===== config.mk =====
export PLATFORM = sky130hd
export DESIGN_NAME = i2c_target_status
export DESIGN_NICKNAME = d
export VERILOG_FILES = /design/src/rtl/i2c_tgt_pkg.sv /design/src/rtl/tgt_line_monitor.sv /design/src/rtl/tgt_status_flags.sv /design/src/rtl/tgt_irq_merge.sv /design/src/rtl/i2c_target_status.sv
export SDC_FILE = /design/constraint.sdc
export NUM_CORES = 1
export LEC_CHECK = 0
export ABC_CLOCK_PERIOD_IN_PS = 1300
export BUFFER_PORTS_ARGS = -buffer_cell sky130_fd_sc_hd__buf_2
export CORE_MARGIN = 3
export CORE_UTILIZATION = 24
export DETAILED_ROUTE_END_ITERATION = 6
export SLEW_MARGIN = 0
export SYNTH_ARGS = -nofsm -noshare
export SYNTH_HDL_FRONTEND = slang
export SYNTH_HIERARCHICAL = 1
export SYNTH_SLANG_ARGS = --single-unit

===== constraint.sdc =====
create_clock -name clk -period 1.3 [get_ports clk]
set_clock_uncertainty 0.15 [all_clocks]
set_input_delay 0.13 -clock clk [delete_from_list [all_inputs] [get_ports clk]]
set_output_delay 0.13 -clock clk [all_outputs]
set_load 0.005 [all_outputs]

===== src/rtl/i2c_tgt_pkg.sv =====
// Shared definitions for the I2C target status unit.
// Assumes the status flags are packed MSB first into the low bits of the word.
package i2c_tgt_pkg;
    localparam int IRQ_SRCS = 3;
    localparam int SRC_RX   = 0;
    localparam int SRC_TX   = 1;
    localparam int SRC_STOP = 2;

    // Packed flag order gives rx_ready bit 4 down to dir_out bit 0.
    typedef struct packed {
        logic rx_ready;
        logic tx_empty;
        logic busy;
        logic selected;
        logic dir_out;
    } acc_stat_t;
endpackage


===== src/rtl/tgt_line_monitor.sv =====
// Synchronizes SCL/SDA and reports start, stop and line-low events.
// Assumes raw lines are asynchronous. Pipes reset to 1 (idle bus), so reset
// itself does not raise a false event.
module tgt_line_monitor #(
    parameter int SYNC_STAGES = 2
) (
    input  logic clk,
    input  logic rst_n,
    input  logic scl_in,
    input  logic sda_in,
    output logic start_cond,
    output logic stop_cond,
    output logic line_low
);
    localparam int LAST = SYNC_STAGES - 1;

    logic [LAST:0] scl_pipe;
    logic [LAST:0] sda_pipe;
    logic          scl_prev;
    logic          sda_prev;
    logic          scl_now;
    logic          sda_now;
    logic          scl_held_high;

    // Synchronizer chain plus one history stage for edge finding.
    always_ff @(posedge clk) begin
        if (!rst_n) begin
            scl_pipe <= '1;
            sda_pipe <= '1;
            scl_prev <= 1'b1;
            sda_prev <= 1'b1;
        end else begin
            scl_pipe <= {scl_pipe[LAST-1:0], scl_in};
            sda_pipe <= {sda_pipe[LAST-1:0], sda_in};
            scl_prev <= scl_pipe[LAST];
            sda_prev <= sda_pipe[LAST];
        end
    end

    // Classify SDA edges under a steady-high SCL.
    always_comb begin
        scl_now       = scl_pipe[LAST];
        sda_now       = sda_pipe[LAST];
        scl_held_high = scl_now & scl_prev;
        start_cond    = scl_held_high & sda_prev & ~sda_now;
        stop_cond     = scl_held_high & ~sda_prev & sda_now;
        line_low      = ~scl_now | ~sda_now;
    end
endmodule


===== src/rtl/tgt_status_flags.sv =====
// Holds the access-status flags, the stop-detect flag and the interrupt enables.
// Assumes all strobes are single-cycle and synchronous. A hardware set outranks
// a software clear in the same cycle.
module tgt_status_flags
    import i2c_tgt_pkg::*;
#(
    parameter int NSRC = IRQ_SRCS
) (
    input  logic            clk,
    input  logic            rst_n,
    input  logic            start_cond,
    input  logic            stop_cond,
    input  logic            line_low,
    input  logic            addr_hit,
    input  logic            addr_rw,
    input  logic            rx_byte_loaded,
    input  logic            tx_byte_sent,
    input  logic            rxdata_rd,
    input  logic            txdata_wr,
    input  logic            stopflag_wr,
    input  logic            stopflag_wdata,
    input  logic            irq_en_wr,
    input  logic [NSRC-1:0] irq_en_wdata,
    output acc_stat_t       stat,
    output logic            stop_flag,
    output logic [NSRC-1:0] irq_en
);
    logic any_cond;
    logic stop_clear;

    // Event decode shared by several flags.
    always_comb begin
        any_cond   = start_cond | stop_cond;
        stop_clear = stopflag_wr & stopflag_wdata;
    end

    // Flag registers; each set term is tested first so it wins.
    always_ff @(posedge clk) begin
        if (!rst_n) begin
            stat      <= '0;
            stop_flag <= 1'b0;
            irq_en    <= '0;
        end else begin
            if (rx_byte_loaded)      stat.rx_ready <= 1'b1;
            else if (rxdata_rd)      stat.rx_ready <= 1'b0;

            if (tx_byte_sent)        stat.tx_empty <= 1'b1;
            else if (txdata_wr)      stat.tx_empty <= 1'b0;

            if (start_cond || line_low) stat.busy <= 1'b1;
            else if (stop_cond)         stat.busy <= 1'b0;

            if (addr_hit) begin
                stat.selected <= 1'b1;
                stat.dir_out  <= addr_rw;
            end else if (any_cond) begin
                stat.selected <= 1'b0;
                stat.dir_out  <= 1'b0;
            end

            if (any_cond && stat.selected) stop_flag <= 1'b1;
            else if (stop_clear)           stop_flag <= 1'b0;

            if (irq_en_wr) irq_en <= irq_en_wdata;
        end
    end


    rx_set_chk: assert property (@(posedge clk) disable iff (!rst_n)
        rx_byte_loaded |=> stat.rx_ready);


    tx_clr_chk: assert property (@(posedge clk) disable iff (!rst_n)
        (txdata_wr && !tx_byte_sent) |=> !stat.tx_empty);


    busy_release_chk: assert property (@(posedge clk) disable iff (!rst_n)
        (stop_cond && !start_cond && !line_low) |=> !stat.busy);


    dir_idle_chk: assert property (@(posedge clk) disable iff (!rst_n)
        !stat.selected |-> !stat.dir_out);


    stop_keep_chk: assert property (@(posedge clk) disable iff (!rst_n)
        (stop_flag && stopflag_wr && !stopflag_wdata) |=> stop_flag);


    stop_gate_chk: assert property (@(posedge clk) disable iff (!rst_n)
        (!stop_flag && !stat.selected) |=> !stop_flag);
endmodule


===== src/rtl/tgt_irq_merge.sv =====
// Gates each interrupt source with its enable and ORs the results.
// Assumes sources are registered flags, so the output is a clean level.
module tgt_irq_merge #(
    parameter int NSRC = 3
) (
    input  logic [NSRC-1:0] src,
    input  logic [NSRC-1:0] en,
    output logic            irq
);
    logic [NSRC-1:0] gated;

    // One AND gate per source.
    for (genvar g = 0; g < NSRC; g++) begin : g_gate
        assign gated[g] = src[g] & en[g];
    end

    assign irq = |gated;
endmodule


===== src/rtl/i2c_target_status.sv =====
// Top of the I2C target status unit: line monitor, flag bank, interrupt merge.
// Assumes strobes come from a byte engine and a CPU bus on the same clock.
module i2c_target_status
    import i2c_tgt_pkg::*;
#(
    parameter int STAT_W      = 16,
    parameter int SYNC_STAGES = 2
) (
    input  logic                clk,
    input  logic                rst_n,
    input  logic                scl_in,
    input  logic                sda_in,
    input  logic                addr_hit,
    input  logic                addr_rw,
    input  logic                rx_byte_loaded,
    input  logic                tx_byte_sent,
    input  logic                rxdata_rd,
    input  logic                txdata_wr,
    input  logic                stopflag_wr,
    input  logic                stopflag_wdata,
    input  logic                irq_en_wr,
    input  logic [IRQ_SRCS-1:0] irq_en_wdata,
    output logic [STAT_W-1:0]   status_word,
    output logic                stop_flag,
    output logic [IRQ_SRCS-1:0] irq_en,
    output logic                irq
);
    localparam int FLAG_W = $bits(acc_stat_t);
    localparam int PAD_W  = STAT_W - FLAG_W;

    logic          start_cond;
    logic          stop_cond;
    logic          line_low;
    acc_stat_t     stat;
    logic [IRQ_SRCS-1:0] irq_src;

    tgt_line_monitor #(.SYNC_STAGES(SYNC_STAGES)) u_lines (
        .clk        (clk),
        .rst_n      (rst_n),
        .scl_in     (scl_in),
        .sda_in     (sda_in),
        .start_cond (start_cond),
        .stop_cond  (stop_cond),
        .line_low   (line_low)
    );

    tgt_status_flags #(.NSRC(IRQ_SRCS)) u_flags (
        .clk            (clk),
        .rst_n          (rst_n),
        .start_cond     (start_cond),
        .stop_cond      (stop_cond),
        .line_low       (line_low),
        .addr_hit       (addr_hit),
        .addr_rw        (addr_rw),
        .rx_byte_loaded (rx_byte_loaded),
        .tx_byte_sent   (tx_byte_sent),
        .rxdata_rd      (rxdata_rd),
        .txdata_wr      (txdata_wr),
        .stopflag_wr    (stopflag_wr),
        .stopflag_wdata (stopflag_wdata),
        .irq_en_wr      (irq_en_wr),
        .irq_en_wdata   (irq_en_wdata),
        .stat           (stat),
        .stop_flag      (stop_flag),
        .irq_en         (irq_en)
    );

    // Route flags to their interrupt source slots.
    always_comb begin
        irq_src           = '0;
        irq_src[SRC_RX]   = stat.rx_ready;
        irq_src[SRC_TX]   = stat.tx_empty;
        irq_src[SRC_STOP] = stop_flag;
    end

    tgt_irq_merge #(.NSRC(IRQ_SRCS)) u_irq (
        .src (irq_src),
        .en  (irq_en),
        .irq (irq)
    );

    assign status_word = {{PAD_W{1'b0}}, stat};


    irq_quiet_chk: assert property (@(posedge clk) disable iff (!rst_n)
        (irq_en == '0) |-> !irq);


    irq_rx_chk: assert property (@(posedge clk) disable iff (!rst_n)
        (irq_en[SRC_RX] && status_word[4]) |-> irq);
endmodule


==> run_results.csv <==
group,metric,value,unit
synthesis,synth_warnings,6,
clocking,tritoncts,"done",
clocking,clk_lat_worst_skew,0.29,ns
setup_path,critical_path_cell_count,3,
synthesis,post_synth.cell_area_avg,10.55,µm²
global_routing,first_pass_grt_wire_length,2180,µm
synthesis,synthesis.area,611.8,µm²
route,total_detailed_routing_wirelength,1315,µm
synthesis,synth.yosys.seq_area_share,0.4908,
pwr,share_of_total_power_consumed_by_net_switching,0.2505,
route,routed_via_density,4.091,
floorplan,core-area,0.002318,mm²
layout,postLayoutCellArea,938.4,µm²
setup_path,crit_path_end_kind,"output port",
pwr,cell_internal_pwr,0.6919,mW
floorplan,fp-row-count,17,
clocking,clk_root_buffer_cell,"sky130_fd_sc_hd__clkbuf_4",
synthesis,netlist-cell-type-count,17,
setup_path,critical_path.endpoint,"irq",
synthesis,ffs_latches_synth,15,
clocking,clkSinkCount,15,
setup_path,timing.rr.end,"u_flags/stat[0]",
timing,finalSetupTns,-0.2644,ns
setup_path,worst-r2r-cell-count,3,
place,pre_cts_setup_slack,-0.1056,ns
global_routing,grt_pass1_vias,500,
synthesis,postSynthCellCount,58,
timing,maxSlewViolCount,0,
timing,rsz0062_at_grt,"yes",
pwr,power_frac_seq,0.541,
pwr,p_comb_frac,0.153,
layout,proportion_of_layout_cells_with_a_drive_suffix_above_1,0.3750,
global_routing,largest_net_degree_at_the_start_of_global_routing,16,
route,avgRoutedWirePerCell,9.962,µm
setup_path,setup.worst_path.class,"flip-flop to output port",
timing,final-hold-violation-count,0,
route,detailroute.via_count,540,
route,ant_nets,0,
outcome,outcome,"complete, but fails checks",
run,cap_viol_max_count,0,
pwr,pwr_density_cell,983.7,mW/mm²
place,finalWeightedCongestion,0.6277,
setup_path,timing.critical_path.required,1.02,ns
timing,max_freq,0.6957,GHz
floorplan,die_h,56.49,µm
setup_path,critical_path.startpoint_type,"flip-flop",
pwr,power.share.clock,0.306,
layout,relative_area_change_from_synthesis_to_final_layout,53.37,%
global_routing,grt.total_usage,0.09013,
place,placed_area,742.0,µm²
pwr,report.power.total,0.9231,mW
clocking,cts-htree-levels,1,
setup_path,critPathSlowestCell,"sky130_fd_sc_hd__dfxtp_2",
setup_path,rr_startpoint,"u_lines/scl_pipe[1]",
setup_path,critical-path-top-delay-family,"flip-flops",
clocking,clkTransAtPathRegs,0.10,ns
setup_path,startpoint,"u_flags/stat[4]",
setup_path,cp_data_arrival_time,1.16,ns
clocking,max-clock-path-buffers,2,
layout,nNetsFinal,121,
global_routing,number_of_antenna_violations_at_the_first_check_in_global_routing,0,
layout,antenna-diode-count,0,
floorplan,die_width,56.49,µm
global_routing,globalRoute.totalOverflow,0,
timing,min_period_over_period,1.106,
setup_path,reg2reg_slack,-0.11,ns
setup_path,max_stage_delay,0.34,ns
pwr,worst_ir_drop_vdd,0.6347,mV
floorplan,die_area,0.003191,mm²
min_path,min-delay-path-class,"input port to flip-flop",
clocking,numCtsBuffers,3,
timing,layout_min_cycle_time,1.438,ns
setup_path,path_cells,"a222oi_1 -> inv_1 -> buf_2",
route,route.detailed.drc,0,
place,port-buffer-count,25,
setup_path,timing.critical_path.fanout_max,2,
pwr,power.static_leakage,0.4599,nW
route,detail_route.iter0.violations,14,
floorplan,initial_core_util,0.2639,
place,dpl.hpwl,878,µm
route,first_pass_iters,5,
timing,timing.final.ws_setup,-0.1375,ns
pwr,power.net_switching,0.2312,mW
outcome,violations_in_the_final_reports,"setup timing",
floorplan,io-pin-count,37,
setup_path,critPathBufInv,2,
timing,setup_viol,2,
-- per-stage QoR --
stage | utilization | std cells | hold WS [ns]
6_report | 0.4047 | 132 | 0.02209
5_1_grt | 0.4047 | 132 | 0.01045
4_1_cts | 0.3983 | 131 | 0.007551
3_5_place_dp | 0.3200 | 112 | 0.1637
3_3_place_gp | 0.3200 | 112 | 0.1665
2_1_floorplan | - | 68 | 0.05304
-- worst min-delay path by stage --
| stage | depth (start not counted) | start | slack, ns | end |
|---|---|---|---|---|
| after floorplan | 1 | rst_n | 0.05 | u_lines/scl_pipe[1] |
| final | 3 | irq_en_wr | 0.02 | u_flags/irq_en[1] |
| after global placement | 2 | sda_in | 0.17 | u_lines/sda_pipe[0] |
| after detailed placement | 2 | scl_in | 0.16 | u_lines/scl_pipe[0] |
| after global routing | 3 | irq_en_wr | 0.01 | u_flags/irq_en[1] |
| after CTS | 3 | irq_en_wr | 0.008 | u_flags/irq_en[1] |
-- logic make-up (layout without fill, tap and decap cells) --
group                  after synthesis  after routing  share of synthesized area
other                                1             11                   0.006129
AND/OR/NAND/NOR                     18             18                     0.1963
multiplexers                         3              3                    0.04908
buffers and inverters               12             48                     0.1411
AO/OA/AOI/OAI                        9              9                     0.1166
flip-flops                          15             15                     0.4908
-- layout make-up --
class	count	area (µm²)
fillers	238	1380
flip-flops and latches	15	306.5
repair buffers	43	295.3
multi-input cells	41	267.8
well taps	28	35.03
clock buffers	3	22.52
clock inverters	1	7.507
inverters	1	3.754
-- power groups by stage --
stage	clock network [mW]	registers (mW)	logic (mW)
6_report	0.282	0.499	0.141
3_5_place_dp	0	0.509	0.101
3_3_place_gp	0	0.508	0.0998
2_1_floorplan	0	0.508	0.0686
4_1_cts	0.298	0.499	0.136
5_1_grt	0.320	0.503	0.156
-- worst reg2reg max path, cell delays in order, from the launching register on --
cell and delay, ns:
sky130_fd_sc_hd__dfxtp_2 0.34, sky130_fd_sc_hd__and4b_1 0.19, sky130_fd_sc_hd__or4b_1 0.50, sky130_fd_sc_hd__a21boi_1 0.16
-- synth_stat cells --
cell	number	area [µm²]
sky130_fd_sc_hd__or4b_1	1	10.01
sky130_fd_sc_hd__o21ai_1	1	5.000
sky130_fd_sc_hd__dfxtp_1	15	300.3
sky130_fd_sc_hd__and4b_1	2	20.02
sky130_fd_sc_hd__o21a_1	3	22.52
sky130_fd_sc_hd__inv_1	1	3.750
sky130_fd_sc_hd__buf_4	11	82.58
sky130_fd_sc_hd__a222oi_1	1	10.01
sky130_fd_sc_hd__nand2_1	2	7.510
sky130_fd_sc_hd__nor3b_1	1	7.510
sky130_fd_sc_hd__o31a_1	1	8.760
sky130_fd_sc_hd__conb_1	1	3.750
sky130_fd_sc_hd__a21bo_1	1	10.01
sky130_fd_sc_hd__nor2b_1	6	37.54
sky130_fd_sc_hd__mux2i_1	3	30.03
sky130_fd_sc_hd__a21boi_1	2	15.01
sky130_fd_sc_hd__nand2b_1	6	37.54
-- what timing repair did --
item | CTS | global route
setup endpoints to repair | 2 | 3
pin swaps | 1 | 3
gates resized for setup | 3 | 3
hold buffers | 14 | 0
gates cloned | 0 | 0
hold endpoints to repair | 14 | 0
buffers inserted | 1 | 1
-- flip-flops by register name (all words and copies together), names as in the netlist --
signal,count
u_flags/irq_en,3
u_flags/stat,5
u_flags/stop_flag,1
u_lines/scl_pipe,2
u_lines/scl_prev,1
u_lines/sda_pipe,2
u_lines/sda_prev,1
-- layout by cell type (no fill, tap or decap), types with 3 or more instances in the layout --
master and instances:
sky130_fd_sc_hd__buf_2 25, sky130_fd_sc_hd__dlygate4sd3_1 14, sky130_fd_sc_hd__conb_1 11, sky130_fd_sc_hd__dfxtp_1 10
sky130_fd_sc_hd__nor2b_1 6, sky130_fd_sc_hd__nand2b_1 6, sky130_fd_sc_hd__dfxtp_2 5, sky130_fd_sc_hd__buf_4 4
sky130_fd_sc_hd__clkbuf_4 3, sky130_fd_sc_hd__o21a_1 3, sky130_fd_sc_hd__mux2i_1 3
-- layer usage --
metal / vias up / share of wire / GRT usage
met4: 0 / 0 / 0.03051
met3: 0 / 0.11 / 0.04138
met5: - / 0 / 0
met1: 240 / 0.42 / 0.1034
li1: 265 / - / -
met2: 35 / 0.46 / 0.1469
Power figures use the tool's default switching activity.
